<file path="src/rtl/gpio_bank_pkg.sv">
package gpio_bank_pkg;
    localparam int PORT_W    = 8;
    localparam int NUM_PORTS = 4;
    localparam int PIN_CNT   = PORT_W * NUM_PORTS;
    localparam int MODE_BITS = 2;
    localparam int MODE_W    = PIN_CNT * MODE_BITS;
    localparam int ADDR_W    = 5;

    typedef enum logic [2:0] {
        W_SEL     = 3'd0,
        W_RSVD    = 3'd1,
        W_DIR     = 3'd2,
        W_DATA    = 3'd3,
        W_STAT    = 3'd4,
        W_MODE_LO = 3'd5,
        W_MODE_HI = 3'd6,
        W_SPARE   = 3'd7
    } word_e;

    typedef struct packed {
        logic [PIN_CNT-1:0] sel;
        logic [PIN_CNT-1:0] dir;
        logic [PIN_CNT-1:0] dout;
        logic [PIN_CNT-1:0] stat;
        logic [MODE_W-1:0]  mode;
    } bank_regs_t;

    function automatic logic [PIN_CNT-1:0] lane_mask(input logic [NUM_PORTS-1:0] strb);
        logic [PIN_CNT-1:0] m;
        for (int b = 0; b < NUM_PORTS; b++) begin
            m[b*PORT_W +: PORT_W] = {PORT_W{strb[b]}};
        end
        return m;
    endfunction

    function automatic logic [PIN_CNT-1:0] merge_lanes(
        input logic [PIN_CNT-1:0]   old_v,
        input logic [PIN_CNT-1:0]   new_v,
        input logic [NUM_PORTS-1:0] strb
    );
        logic [PIN_CNT-1:0] m;
        m = lane_mask(strb);
        return (old_v & ~m) | (new_v & m);
    endfunction
endpackage

</file>
<file path="src/rtl/gpio_input_sync.sv">
module gpio_input_sync #(
    parameter int WIDTH  = 32,
    parameter int STAGES = 2
) (
    input  logic             clk,
    input  logic             rst_n,
    input  logic [WIDTH-1:0] din,
    output logic [WIDTH-1:0] dout
);
    logic [STAGES-1:0][WIDTH-1:0] chain_d, chain_q;

    always_comb begin
        chain_d = {chain_q[STAGES-2:0], din};
    end

    always_ff @(posedge clk or negedge rst_n) begin
        if (!rst_n) chain_q <= '0;
        else        chain_q <= chain_d;
    end

    assign dout = chain_q[STAGES-1];
endmodule

</file>
<file path="src/rtl/gpio_edge_detect.sv">
module gpio_edge_detect #(
    parameter int PINS = 32
) (
    input  logic              clk,
    input  logic              rst_n,
    input  logic [PINS-1:0]   level,
    input  logic [2*PINS-1:0] mode,
    output logic [PINS-1:0]   evt
);
    logic [PINS-1:0] prev_d, prev_q;

    always_comb begin
        prev_d = level;
    end

    always_ff @(posedge clk or negedge rst_n) begin
        if (!rst_n) prev_q <= '0;
        else        prev_q <= prev_d;
    end

    for (genvar i = 0; i < PINS; i++) begin : g_pin
        logic rise, fall;
        assign rise   = level[i] & ~prev_q[i];
        assign fall   = ~level[i] & prev_q[i];
        // mode[2i+1] accepts rising edges, mode[2i] accepts falling edges
        assign evt[i] = (mode[2*i+1] & rise) | (mode[2*i] & fall);
    end
endmodule

</file>
<file path="src/rtl/gpio_read_mux.sv">
module gpio_read_mux
    import gpio_bank_pkg::*;
(
    input  word_e              widx,
    input  logic               aligned,
    input  bank_regs_t         regs,
    input  logic [PIN_CNT-1:0] pin_sync,
    output logic [PIN_CNT-1:0] rdata
);
    always_comb begin
        rdata = '0;
        if (aligned) begin
            case (widx)
                W_SEL:     rdata = regs.sel;
                W_DIR:     rdata = regs.dir;
                W_DATA:    rdata = (regs.dout & regs.dir) | (pin_sync & ~regs.dir);
                W_STAT:    rdata = regs.stat;
                W_MODE_LO: rdata = regs.mode[PIN_CNT-1:0];
                W_MODE_HI: rdata = regs.mode[MODE_W-1:PIN_CNT];
                default:   rdata = '0;
            endcase
        end
    end
endmodule

</file>
<file path="src/rtl/gpio_edge_bank.sv">
module gpio_edge_bank
    import gpio_bank_pkg::*;
#(
    parameter int SYNC_STAGES = 2
) (
    input  logic                 clk,
    input  logic                 rst_n,
    input  logic [ADDR_W-1:0]    bus_addr,
    input  logic                 bus_wr,
    input  logic [NUM_PORTS-1:0] bus_wstrb,
    input  logic [PIN_CNT-1:0]   bus_wdata,
    output logic [PIN_CNT-1:0]   bus_rdata,
    input  logic [PIN_CNT-1:0]   pin_in,
    output logic [PIN_CNT-1:0]   pin_out,
    output logic [PIN_CNT-1:0]   pin_oe,
    output logic                 irq_out
);
    bank_regs_t         regs_d, regs_q;
    word_e              widx;
    logic               aligned;
    logic [PIN_CNT-1:0] pin_sync;
    logic [PIN_CNT-1:0] evt_vec;
    logic [PIN_CNT-1:0] stat_vec;
    logic [PIN_CNT-1:0] stat_clr;

    assign widx    = word_e'(bus_addr[ADDR_W-1:2]);
    assign aligned = (bus_addr[1:0] == 2'b00);

    gpio_input_sync #(.WIDTH(PIN_CNT), .STAGES(SYNC_STAGES)) u_sync (
        .clk  (clk),
        .rst_n(rst_n),
        .din  (pin_in),
        .dout (pin_sync)
    );

    gpio_edge_detect #(.PINS(PIN_CNT)) u_edge (
        .clk  (clk),
        .rst_n(rst_n),
        .level(pin_sync),
        .mode (regs_q.mode),
        .evt  (evt_vec)
    );

    gpio_read_mux u_rmux (
        .widx    (widx),
        .aligned (aligned),
        .regs    (regs_q),
        .pin_sync(pin_sync),
        .rdata   (bus_rdata)
    );

    always_comb begin
        regs_d   = regs_q;
        stat_clr = '0;
        if (bus_wr && aligned) begin
            case (widx)
                W_SEL:     regs_d.sel  = merge_lanes(regs_q.sel,  bus_wdata, bus_wstrb);
                W_DIR:     regs_d.dir  = merge_lanes(regs_q.dir,  bus_wdata, bus_wstrb);
                W_DATA:    regs_d.dout = merge_lanes(regs_q.dout, bus_wdata, bus_wstrb);
                W_STAT:    stat_clr    = bus_wdata & lane_mask(bus_wstrb);
                W_MODE_LO: regs_d.mode[PIN_CNT-1:0] =
                               merge_lanes(regs_q.mode[PIN_CNT-1:0], bus_wdata, bus_wstrb);
                W_MODE_HI: regs_d.mode[MODE_W-1:PIN_CNT] =
                               merge_lanes(regs_q.mode[MODE_W-1:PIN_CNT], bus_wdata, bus_wstrb);
                default:   ;
            endcase
        end
        // a new event takes priority over a clear in the same cycle
        regs_d.stat = (regs_q.stat & ~stat_clr) | evt_vec;
    end

    always_ff @(posedge clk or negedge rst_n) begin
        if (!rst_n) regs_q <= '0;
        else        regs_q <= regs_d;
    end

    assign stat_vec = regs_q.stat;
    assign pin_out  = regs_q.dout;
    assign pin_oe   = regs_q.dir;
    assign irq_out  = |regs_q.stat;
endmodule

</file>
<file path="config.mk">
export PLATFORM = sky130hd
export DESIGN_NAME = gpio_edge_bank
export DESIGN_NICKNAME = d
export VERILOG_FILES = /design/src/rtl/gpio_bank_pkg.sv /design/src/rtl/gpio_input_sync.sv /design/src/rtl/gpio_edge_detect.sv /design/src/rtl/gpio_read_mux.sv /design/src/rtl/gpio_edge_bank.sv
export SDC_FILE = /design/constraint.sdc
export NUM_CORES = 1
export LEC_CHECK = 0
export BUFFER_PORTS_ARGS = -buffer_cell sky130_fd_sc_hd__buf_2
export CORE_MARGIN = 4
export CORE_UTILIZATION = 50
export CTS_CLUSTER_DIAMETER = 60
export DETAILED_ROUTE_END_ITERATION = 10
export PLACE_DENSITY = 0.76
export SLEW_MARGIN = 40
export SYNTH_ARGS = -nofsm -noshare
export SYNTH_HDL_FRONTEND = slang
export SYNTH_SLANG_ARGS = --single-unit
</file>
<file path="constraint.sdc">
create_clock -name clk -period 1.1 [get_ports clk]
set_input_delay 0.11 -clock clk [delete_from_list [all_inputs] [get_ports clk]]
set_output_delay 0.11 -clock clk [all_outputs]
set_load 0.02 [all_outputs]
</file>
==> Yosys cells after proc, flatten, opt, wreduce, memory -nomap -nowiden <==
Index checks and enable logic that the tools add are counted.
{ "word_totals": {"input_bits": 76, "out_inout_bits": 97, "register_bits": 288, "word_cells": 270} }
{ "classes": {"eq_ne": 5, "bitwise": 243, "reduce_logical": 9, "n_mux": 4} }
{ "op_table": {"columns": ["cell", "n"], "rows": [
  ["$and A32 B32 Y32", 9],
  ["$or A32 B32 Y32", 7],
  ["$pmux W32 S6", 1],
  ["$and A1 B1 Y1", 128],
  ["$mux W32", 3],
  ["$not A32 Y32", 3],
  ["$not A1 Y1", 64],
  ["$or A1 B1 Y1", 32],
  ["$reduce_or A32 Y1", 1],
  ["$reduce_and A2 Y1", 5],
  ["$eq A3 B3 Y1 const B", 3],
  ["$eq A3 B2 Y1 const B", 2],
  ["$logic_not A3 Y1", 1],
  ["$logic_not A2 Y1", 1],
  ["$logic_and A1 B1 Y1", 1]
]} }

==> Longest topological paths before layout <==
Gate-level depths: netlist of run 1.
{ "logic_depth": {"ltp_word": 6, "mapped_depth": 6, "ltp_nobuf": 4} }

==> Modules after synthesis <==
Synthesis of run 1 repeated with hierarchy kept, for this count alone.
{ "unflattened": {"cells_unflattened": 1063, "hier_area_um2": 13173.9} }
{ "by_module_without_submodules": {"columns": ["module", "cells_each", "seq_area_each_um2", "area_each_um2", "instances"], "rows": [
  ["gpio_edge_bank", 574, 4804.6, 8206.6, 1],
  ["gpio_read_mux", 297, 0.0, 1924.3, 1],
  ["gpio_input_sync", 64, 1601.5, 1601.5, 1],
  ["gpio_edge_detect", 128, 800.8, 1441.4, 1]
]} }

==> Worst setup path after synthesis of run 1 <==
No wires, ideal clock.
{ "synth_timing": {"path_kind": "input-to-output", "from": "input bus_addr[3]", "to": "output bus_rdata[0]", "n_path_buf": 3, "t_arrival_ps": 1334, "stages": 6, "required_ps": 990, "path_slack_ps": -344, "cell_sequence": "buf_4 > and3b_1 > buf_2 > buf_2 > a21oi_1 > a31oi_1"} }
{ "synth_between": {"elab_chain_len": 3, "word_cells_on_any_way": 8, "cone_classes": "eq/ne (5); mux (2); reduce/logical (1)"} }
{ "synth_lines": {"columns": ["item", "line_no", "source"], "rows": [
  ["start: declaration", "gpio_edge_bank.sv:8", "input logic [ADDR_W-1:0] bus_addr,"],
  ["$eq A3 B3 Y1, or another cell as far along", "gpio_read_mux.sv:13", "case (widx)"],
  ["$pmux W32 S6 *", "gpio_read_mux.sv:13", null],
  ["$mux W32 *", "gpio_read_mux.sv:12", "if (aligned) begin"],
  ["end: declaration", "gpio_edge_bank.sv:12", "output logic [PIN_CNT-1:0] bus_rdata,"]
]} }
Mark *: on every way between the ends. The rest lies on a longest branch, timed or not.

==> Final worst setup path of run 1 <==
{ "layout_timing": {"from": "register regs_q[71], in the netlist stat_vec[7]", "to": "output irq_out"} }
{ "layout_between": {"elab_chain_len": 1} }
{ "layout_lines": {"columns": ["item", "line_no", "source"], "rows": [
  ["start: declaration", "gpio_edge_bank.sv:18", "bank_regs_t regs_d, regs_q;"],
  ["start signal: assignment", "gpio_edge_bank.sv:74", "else regs_q <= regs_d;"],
  ["$reduce_or A32 Y1", "gpio_edge_bank.sv:80", "assign irq_out = |regs_q.stat;"],
  ["end: declaration", "gpio_edge_bank.sv:16", "output logic irq_out"]
]} }
No other way between the ends.

==> qor.yml, run 1 <==
timing:
  tightest_slew_ns: 0.385
  finalSetupViolCount: 97
  slew_viol_final: 0
  post-route-min-period_ns: 2.09
  relSlewSlack_pct: 74.3
  timing.fmax_mhz: 479
  period_share_pct: 190
  hold_ws_ns: -0.0120
  hold_violations: 14
  finalClockSkew_ns: 0.0107
  setup_ws_ns: -0.987
  rsz0062_at_grt: "yes"
setup_path:
  cp-end-kind: "output pin"
  crit_fanout: 2
  crit_buf_inv: 1
  cp_top_family: "simple AND/OR/NAND/NOR gates"
  crit_arrival_ns: 1.98
  startpoint_type: "flip-flop"
  worst_path_largest_cell_delay_ns: 0.42
  worstSetupPathType: "flip-flop to output pin"
  crit_path_top_delay_cell: "dfrtp_1"
  worstPathCellList: "nor4_1 -> nand4_1 -> or2_4 -> buf_6"
  required_ns: 0.99
synth:
  synth-compound-area-share_pct: 10.3
  post-synth-top-area-fraction_pct: 59.3
  ys_seq_area_share_pct: 59.3
  synth_area_um2: 12200
  synth_top_area_cell: "dfrtp_1"
  muxShareOfSynthArea_pct: 17.4
  synth.distinct_cells: 29
  netlist_top_cells_area: "dfrtp_1 59%, mux2_2 14%, buf_4 4.1%"
  synthTopCellsByCount: "288 x dfrtp_1, 156 x mux2_2, 73 x nand2_1"
  ys_warn_count: 0
  yosysMostFrequentCell: "dfrtp_1"
  synth-simple-area-share_pct: 7.74
  synth_area_per_cell_um2: 12.8
  synthCells: 949
  synthArstFlopShare_pct: 100
  synth-xor-area-share_pct: 0
  synth_top_family_by_area: "multiplexers"
  ys.flop_type: "dfrtp_1"
  synth-seq-cells: 288
  synth_edf_count: 0
  syn_nets: 1025
  synth_fa_ha_area_share_pct: 0
global_route:
  grt_max_degree: 70
  grt_use_total_pct: 29.1
  grt_pass1_vias: 10500
  globalRouteOverflowTotal: 0
  grt_pass1_wl_um: 60200
  grt_antenna_before_repair: 0
clocking:
  cts_tree: "yes"
  clk_latency_ns: 0.55
  clockRootBuffer: "clkbuf_16"
  cts_buffer_depth: 3
  cts_made_buffers: 30
  htree_levels: 1
  cts_sinks: 288
  path_clk_slew_ns: 0.06
placement:
  place_congestion: 0.887
  portBuffers: 172
  hpwl_um: 25000
layout:
  post-route-util_pct: 76.0
  fillers: 1357
  fin_nets: 1393
  drive_above_1_share_pct: 54.9
  num_antenna_cells: 0
  syn2layout_area_growth_pct: 48.0
run_status:
  violations: "negative hold slack, negative setup slack"
  status: "finished with violations"
die:
  die_y_um: 164
  num_rows: 56
  core_um2: 23700
  die_area_um2: 26900
  start_util_pct: 51.3
  die_w_um: 164
  io_pins: 173
power:
  power_mw: 29.5
  vdd_drop_max_v: 0.00147
  cellPowerDensity_nw_per_um2: 1640
  p_leak_nw: 7.99
routing:
  drt-vias-per-instance: 5.74
  drt_first_pass_iters: 7
  ant_nets: 0
  route.detailed.drc: 0
  wl_per_cell_um: 23.5
  wl_um: 38900
  vias: 9517
  drt-initial-drc-count: 639
flow_run:
  maxCapViolCount: 0
min_path:
  hold_path.class: "input pin to asynchronous set/reset pin"
[per-layer routing]
metal | global-route usage, % | part of all wire, % | up-vias
met5 | 0 | 0 | -
met4 | 12.8 | 4.6 | 0
li1 | - | - | 4124
met1 | 37.3 | 40 | 4898
met3 | 5.42 | 5.6 | 125
met2 | 48.7 | 50 | 370
[power by group]
part | internal (mW) | switching (mW)
clock network | 5.90 | 4.16
logic | 3.50 | 2.84
registers | 11.9 | 1.16
[worst paths after layout]
| kind | start | endpoint | slack (ns) | cells past startpoint |
|---|---|---|---|---|
| setup / recovery | stat_vec[7] | irq_out | -0.99 | 4 |
| hold / removal | rst_n | asynchronous set/reset pin | -0.01 | 2 |
| setup reg to reg | u_sync.dout[29] | stat_vec[29] | 0.02 | 4 |
| hold reg to reg | u_sync.chain_d[62] | u_sync.dout[30] | 0.35 | 0 |
| max in group asynchronous | rst_n | asynchronous set/reset pin | 0.48 | 3 |
| min in group clk | pin_in[20] | u_sync.chain_d[52] | 0.20 | 2 |
[cell type report]
type                            instances  area [um^2]  area share (%)
Clock buffer                           46          912            5.07
Clock inverter                          7         63.8           0.355
Multi-Input combinational cell        563         5290            29.4
Sequential cell                       288         7210            40.1
Tap cell                              319          399            2.22
Timing Repair Buffer                  434         4120            22.9
[worst reg2reg max path, stage by stage (launching register included)]
cell and delay [ns]:
dfrtp_1 0.38, buf_4 0.15, nand3b_1 0.10, o21ai_0 0.15
a21o_1 0.20
[cell families after synthesis]
logic type,Yosys count
buffers and inverters,98
muxes,191
DFF,288
AOI/OAI and AO/OA,192
and+or+nand+nor,180
[per-stage QoR]
step	instances	setup slack (ns)	setup TNS (ns)	area [um^2]
after global routing	1657	-1.02	-39.47	18000
final	1657	-0.987	-35.70	18000
after global placement	1538	-0.434	-71.75	15300
after detailed placement	1538	-0.453	-77.21	15300
after floorplan	949	-0.147	-9.74	13000
after CTS	1657	-1.02	-35.62	17900
[cells in the final DEF, fill, tap and decap left out, drive strengths merged, types with 5 or more instances in the layout]
master / count
mux2: 160
nand3b: 26
o22ai: 7
dlygate4sd3: 65
clkbuf: 46
nor2: 34
clkinv: 5
a31oi: 32
a22oi: 63
mux2i: 31
nand2: 93
nor4: 8
dfrtp: 288
a21oi: 32
buf: 369
o21ai: 25
a21o: 32
[timing repair]
item / in CTS / in global routing
hold endpoints to repair: 512 / 0
endpoints found under the setup margin: 100 / 104
pin swaps: 28 / 27
hold buffers: 65 / 0
setup buffers: 16 / 14
gates resized for setup: 304 / 35
gates cloned: 0 / 0
No activity file was read; power rests on OpenSTA's default activity.
==> run 2: changes to the inputs <==
--- a/config.mk
+++ b/config.mk
@@ -6,8 +6,10 @@
 export NUM_CORES = 1
 export LEC_CHECK = 0
 export BUFFER_PORTS_ARGS = -buffer_cell sky130_fd_sc_hd__buf_2
+export CAP_MARGIN = 20
 export CORE_MARGIN = 4
 export CORE_UTILIZATION = 50
+export CTS_BUF_LIST = sky130_fd_sc_hd__clkbuf_8
 export CTS_CLUSTER_DIAMETER = 60
 export DETAILED_ROUTE_END_ITERATION = 10
 export PLACE_DENSITY = 0.76
==> qor.yml, run 2 (same netlist as run 1, synthesis figures left out) <==
timing:
  hold_violations: 0  # -14
  finalSetupViolCount: 98  # +1.0%
  relSlewSlack_pct: 71.2  # -3.2 points
  slew_viol_final: 0  # unchanged
  period_share_pct: 192  # +2.5 points
  timing.fmax_mhz: 473  # -1.3%
  finalSetupTns_ns: -35.32  # +0.373 ns
  rsz0062_at_grt: "yes"
  finalClockSkew_ns: 0.0232  # +0.0124 ns
  tightest_slew_ns: 0.429  # +0.0437 ns
  post-route-min-period_ns: 2.11  # +0.0272 ns
  setup_ws_ns: -1.01  # -0.0272 ns
setup_path:
  crit_fanout: 2  # unchanged
  reg2reg_slack_ns: -0.07  # -0.09 ns
  startpoint_type: "flip-flop"
  rr_endpoint: "stat_vec[13]"
  required_ns: 0.99  # about the same
  crit_arrival_ns: 2.00  # +0.02 ns
  worstSetupPathType: "flip-flop to output pin"
  rr_worst_depth: 5  # +1
  startpoint: "stat_vec[24]"
  cp-end-kind: "output pin"
  worstReg2RegStart: "u_sync.dout[13]"
layout:
  final_cell_mix: "283 x dfrtp_1, 161 x buf_6, 156 x mux2_2"
  syn2layout_area_growth_pct: 48.4
  fillers: 1396  # +2.9%
  fin_nets: 1415  # +1.6%
  final_common_cell: "dfrtp_1"
  drive_above_1_share_pct: 54.8  # about the same
  regArea_um2: 7210  # about the same
  stdcell_count: 1694  # +2.2%
  multi_input_area_um2: 5270  # -0.47%
  num_antenna_cells: 0  # unchanged
routing:
  drt-vias-per-instance: 5.68  # -1.1%
  drt_first_pass_iters: 5  # -2
  ant_nets: 0  # unchanged
  route.detailed.drc: 0  # unchanged
  wl_um: 39200  # +0.75%
  drt-initial-drc-count: 679  # +6.3%
  vias: 9626  # +1.1%
  wl_per_cell_um: 23.1  # -1.5%
global_route:
  grt_max_degree: 70  # unchanged
  globalRouteOverflowTotal: 0  # unchanged
  grt_antenna_before_repair: 0  # unchanged
  grt_pass1_wl_um: 60900  # +1.2%
  grt_use_total_pct: 29.5  # +0.36 points
  grt_pass1_vias: 10700  # +2.2%
flow_run:
  maxCapViolCount: 0  # unchanged
die:
  die_w_um: 164  # unchanged
  start_util_pct: 51.3  # unchanged
  core_um2: 23700  # unchanged
  die_y_um: 164  # unchanged
  io_pins: 173  # unchanged
  num_rows: 56  # unchanged
  die_area_um2: 26900  # unchanged
power:
  cellPowerDensity_nw_per_um2: 1610  # -1.5%
  vdd_drop_max_v: 0.00129  # -12%
  power.share.clock_pct: 33.4  # -0.7 points
  switching_share_pct: 28.3  # +0.63 points
  p_int_mw: 20.9  # -2.1%
  seqPwrFrac_pct: 44.7  # +0.3 points
  p_comb_share_pct: 21.8  # +0.3 points
  power_switching_mw: 8.24  # +1.0%
  p_leak_nw: 8.11  # +1.5%
run_status:
  violations: "negative setup slack"
  status: "finished with violations"
clocking:
  cts_sinks: 288  # unchanged
  clockRootBuffer: "clkbuf_8"
  path_clk_slew_ns: 0.06  # about the same
  cts_made_buffers: 47  # +57%
  cts_buffer_depth: 3  # unchanged
  cts_tree: "yes"
  clk_latency_ns: 0.56  # about the same
  htree_levels: 2  # +1
placement:
  place_congestion: 0.887  # unchanged
  portBuffers: 172  # unchanged
  pre_cts_slack_ns: -0.453  # unchanged
  hpwl_um: 25000  # unchanged
  placed_cells: 1538  # unchanged
min_path:
  hold_path.class: "input pin to asynchronous set/reset pin"
==> run 2: how the worst max path moves through the flow <==
| stage | endpoint | slack [ns] | cells after the start |
|---|---|---|---|
| final | irq_out | -1.01 | 5 |
| after global routing | irq_out | -1.05 | 5 |
| after CTS | irq_out | -1.03 | 5 |
| after detailed placement | bus_rdata[16] | -0.45 | 8 |
| after global placement | bus_rdata[18] | -0.43 | 7 |
| after floorplan | flip-flop | -0.15 | 4 |
==> run 2: per-stage QoR <==
| step | util [%] | total power [mW] | hold slack [ns] | area, um^2 |
|---|---|---|---|---|
| 2_1_floorplan | - | 15.7 | -0.186 | 13000 |
| 3_3_place_gp | 64.4 | 17.9 | -0.0328 | 15300 |
| 3_5_place_dp | 64.4 | 18.2 | -0.0312 | 15300 |
| 4_1_cts | 75.8 | 28.9 | 0.167 | 18000 |
| 5_1_grt | 76.2 | 30.3 | 0.162 | 18000 |
| 6_report | 76.2 | 29.1 | 0.169 | 18000 |
==> run 2: layout make-up <==
cell class,count,area share [%]
sequential,288,40.0
multi-input combinational,563,29.2
timing repair buffer,439,23.1
clock buffer,61,4.65
tap,319,2.21
clock inverter,24,0.853
==> run 2: metal layers <==
metal / vias to the layer above / global-route usage (%) / wire [um]
met5: - / 0 / 0
met4: 0 / 11.5 / 1270
met3: 93 / 6.07 / 2340
met2: 407 / 50.4 / 20000
met1: 4957 / 37.0 / 15600
li1: 4169 / - / -
==> run 2: repair_timing <==
| action | CTS | global route |
|---|---|---|
| hold buffers | 66 | 0 |
| setup buffers | 17 | 17 |
| setup endpoints to repair | 100 | 104 |
| resized for setup | 304 | 33 |
| pin swaps | 25 | 27 |
| endpoints found under the hold margin | 512 | 0 |
==> run 2: worst max-delay path: stages (launching register included) <==
cell and delay, ns:
dfrtp_1 0.39, nor4_1 0.37, buf_4 0.18, nand4_1 0.09
or2_4 0.29, buf_6 0.13
==> run 2: power groups by stage <==
stage          registers [mW]  logic [mW]  clock network [mW]
2_1_floorplan            12.9        2.81                   0
3_3_place_gp             12.9        5.00                   0
3_5_place_dp             13.0        5.14                   0
4_1_cts                  12.9        6.18                9.80
5_1_grt                  13.1        6.75                10.4
6_report                 13.0        6.35                9.73
==> run 3: changes to the inputs <==
--- a/config.mk
+++ b/config.mk
@@ -13,6 +13,7 @@
 export CTS_CLUSTER_DIAMETER = 60
 export DETAILED_ROUTE_END_ITERATION = 10
 export PLACE_DENSITY = 0.76
+export SKIP_LAST_GASP = 1
 export SLEW_MARGIN = 40
 export SYNTH_ARGS = -nofsm -noshare
 export SYNTH_HDL_FRONTEND = slang
==> qor.yml, run 3 (same netlist as run 1, synthesis figures left out) <==
timing:
  finalSetupViolCount: 99  # +1.0%
  slew_viol_final: 0  # unchanged
  hold_ws_ns: 0.170  # +0.00117 ns
  finalClockSkew_ns: 0.0232  # +0.0000379 ns
  period_share_pct: 192  # +0.27 points
  rsz0062_at_grt: "yes"
  hold_violations: 0  # unchanged
  relSlewSlack_pct: 72.6  # +1.4 points
  timing.fmax_mhz: 472  # -0.14%
  tightest_slew_ns: 0.411  # -0.0177 ns
  post-route-min-period_ns: 2.12  # +0.00294 ns
  setup_ws_ns: -1.02  # -0.00294 ns
min_path:
  hold_path.class: "input pin to asynchronous set/reset pin"
routing:
  drt-vias-per-instance: 5.71  # +0.48%
  wl_um: 39200  # about the same
  wl_per_cell_um: 23.2  # about the same
  drt-initial-drc-count: 609  # -10%
  drt_first_pass_iters: 5  # unchanged
  vias: 9661  # +0.36%
  ant_nets: 0  # unchanged
  route.detailed.drc: 0  # unchanged
clocking:
  clockRootBuffer: "clkbuf_8"
  path_clk_slew_ns: 0.06  # about the same
  cts_sinks: 288  # unchanged
  cts_buffer_depth: 3  # unchanged
  cts_made_buffers: 47  # unchanged
  cts_tree: "yes"
  htree_levels: 2  # unchanged
  clk_latency_ns: 0.57  # about the same
setup_path:
  worstSetupPathType: "flip-flop to output pin"
  rr_worst_depth: 4  # -1
  required_ns: 0.99  # about the same
  startpoint_type: "flip-flop"
  startpoint: "stat_vec[7]"
  worstPathCellList: "nor4_1 -> nand4_1 -> or2_4 -> buf_6"
  crit_buf_inv: 1  # -1
  critical_path_cell_count: 4  # -1
  reg2reg_slack_ns: -0.03  # +0.04 ns
  cp-end-kind: "output pin"
  endpoint: "irq_out"
  crit_path_top_delay_cell: "dfrtp_1"
  crit_arrival_ns: 2.01  # about the same
  cp_top_family: "simple AND/OR/NAND/NOR gates"
  crit_fanout: 2  # unchanged
  worst_path_largest_cell_delay_ns: 0.42  # +0.03 ns
  rr_endpoint: "stat_vec[14]"
  worstReg2RegStart: "u_sync.dout[14]"
placement:
  place_area_um2: 15300  # unchanged
  placed_cells: 1538  # unchanged
  place_congestion: 0.887  # unchanged
  portBuffers: 172  # unchanged
  pre_cts_slack_ns: -0.453  # unchanged
  hpwl_um: 25000  # unchanged
die:
  die_w_um: 164  # unchanged
  die_y_um: 164  # unchanged
  start_util_pct: 51.3  # unchanged
  core_um2: 23700  # unchanged
  num_rows: 56  # unchanged
  die_area_um2: 26900  # unchanged
  io_pins: 173  # unchanged
power:
  p_leak_nw: 8.09  # -0.26%
  vdd_drop_max_v: 0.00108  # -16%
  cellPowerDensity_nw_per_um2: 1620  # +0.17%
  power_mw: 29.1  # -0.12%
global_route:
  grt_antenna_before_repair: 1  # +1
  globalRouteOverflowTotal: 0  # unchanged
  grt_max_degree: 70  # unchanged
  grt_pass1_vias: 10800  # +0.47%
  grt_use_total_pct: 29.5  # -0.038 points
  grt_pass1_wl_um: 60800  # -0.19%
layout:
  stdcell_count: 1692  # -0.12%
  final_cell_mix: "283 x dfrtp_1, 156 x mux2_2, 149 x buf_6"
  fin_area_um2: 18000  # -0.29%
  final_common_cell: "dfrtp_1"
  fillers: 1399  # +0.21%
  syn2layout_area_growth_pct: 48.0
  drive_above_1_share_pct: 54.8  # about the same
  fin_nets: 1412  # -0.21%
run_status:
  violations: "negative setup slack"
  status: "finished with violations"
flow_run:
  maxCapViolCount: 0  # unchanged
## run 3: changes by cell type in the layout (fill, tap and decap cells not counted), sizes merged
cell and delta:
buf -3, diode +1
## run 3: metrics by stage
stage,util [%],TNS [ns]
floorplan,-,-9.74
global placement,64.4,-71.75
detailed placement,64.4,-77.21
CTS,75.5,-42.03
global route,76.0,-41.81
finish,76.0,-35.65
## run 3: layout make-up
class                           count  area [um^2]  area share, %
Antenna cell                        1         2.50         0.0139
Sequential cell                   288         7210           40.1
Clock buffer                       61          840           4.67
Tap cell                          319          399           2.22
Multi-Input combinational cell    563         5290           29.4
Clock inverter                     24          154          0.855
Timing Repair Buffer              436         4100           22.8
## run 3: worst min-delay path by stage
stage	from	endpoint	depth (start not counted)
final	rst_n	asynchronous set/reset pin	3
after global routing	pin_in[20]	u_sync.chain_d[52]	2
after global placement	rst_n	u_sync.chain_d[62]	1
after detailed placement	rst_n	u_sync.chain_d[62]	1
after CTS	pin_in[19]	u_sync.chain_d[51]	2
after floorplan	rst_n	asynchronous set/reset pin	0
## run 3: where the power goes
group	total [mW]	switching [mW]	internal (mW)
combinational	6.31	2.84	3.47
clock	9.68	4.25	5.43
sequential	13.1	1.16	11.9
## run 3: worst reg2reg max path, delay by kind of cell (launching register included)
family / cells / cell delay (ns)
AO/OA/AOI/OAI: 2 / 0.31
buffers and inverters: 1 / 0.18
flip-flops: 1 / 0.44
AND/OR/NAND/NOR: 1 / 0.11
## run 3: layer usage
metal / vias to the layer above / global-route usage (%) / wire [um]
li1: 4179 / - / -
met1: 4938 / 36.3 / 15300
met2: 428 / 50.4 / 19800
met3: 116 / 6.10 / 2590
met4: 0 / 12.9 / 1540
met5: - / 0 / 0
## run 3: timing repair
item                                    in CTS  in global routing
endpoints found under the setup margin     100                104
gates resized for setup                    283                 43
hold endpoints to repair                   512                  0
hold buffers                                66                  0
buffers inserted                            17                 14
pin swaps                                   25                 22
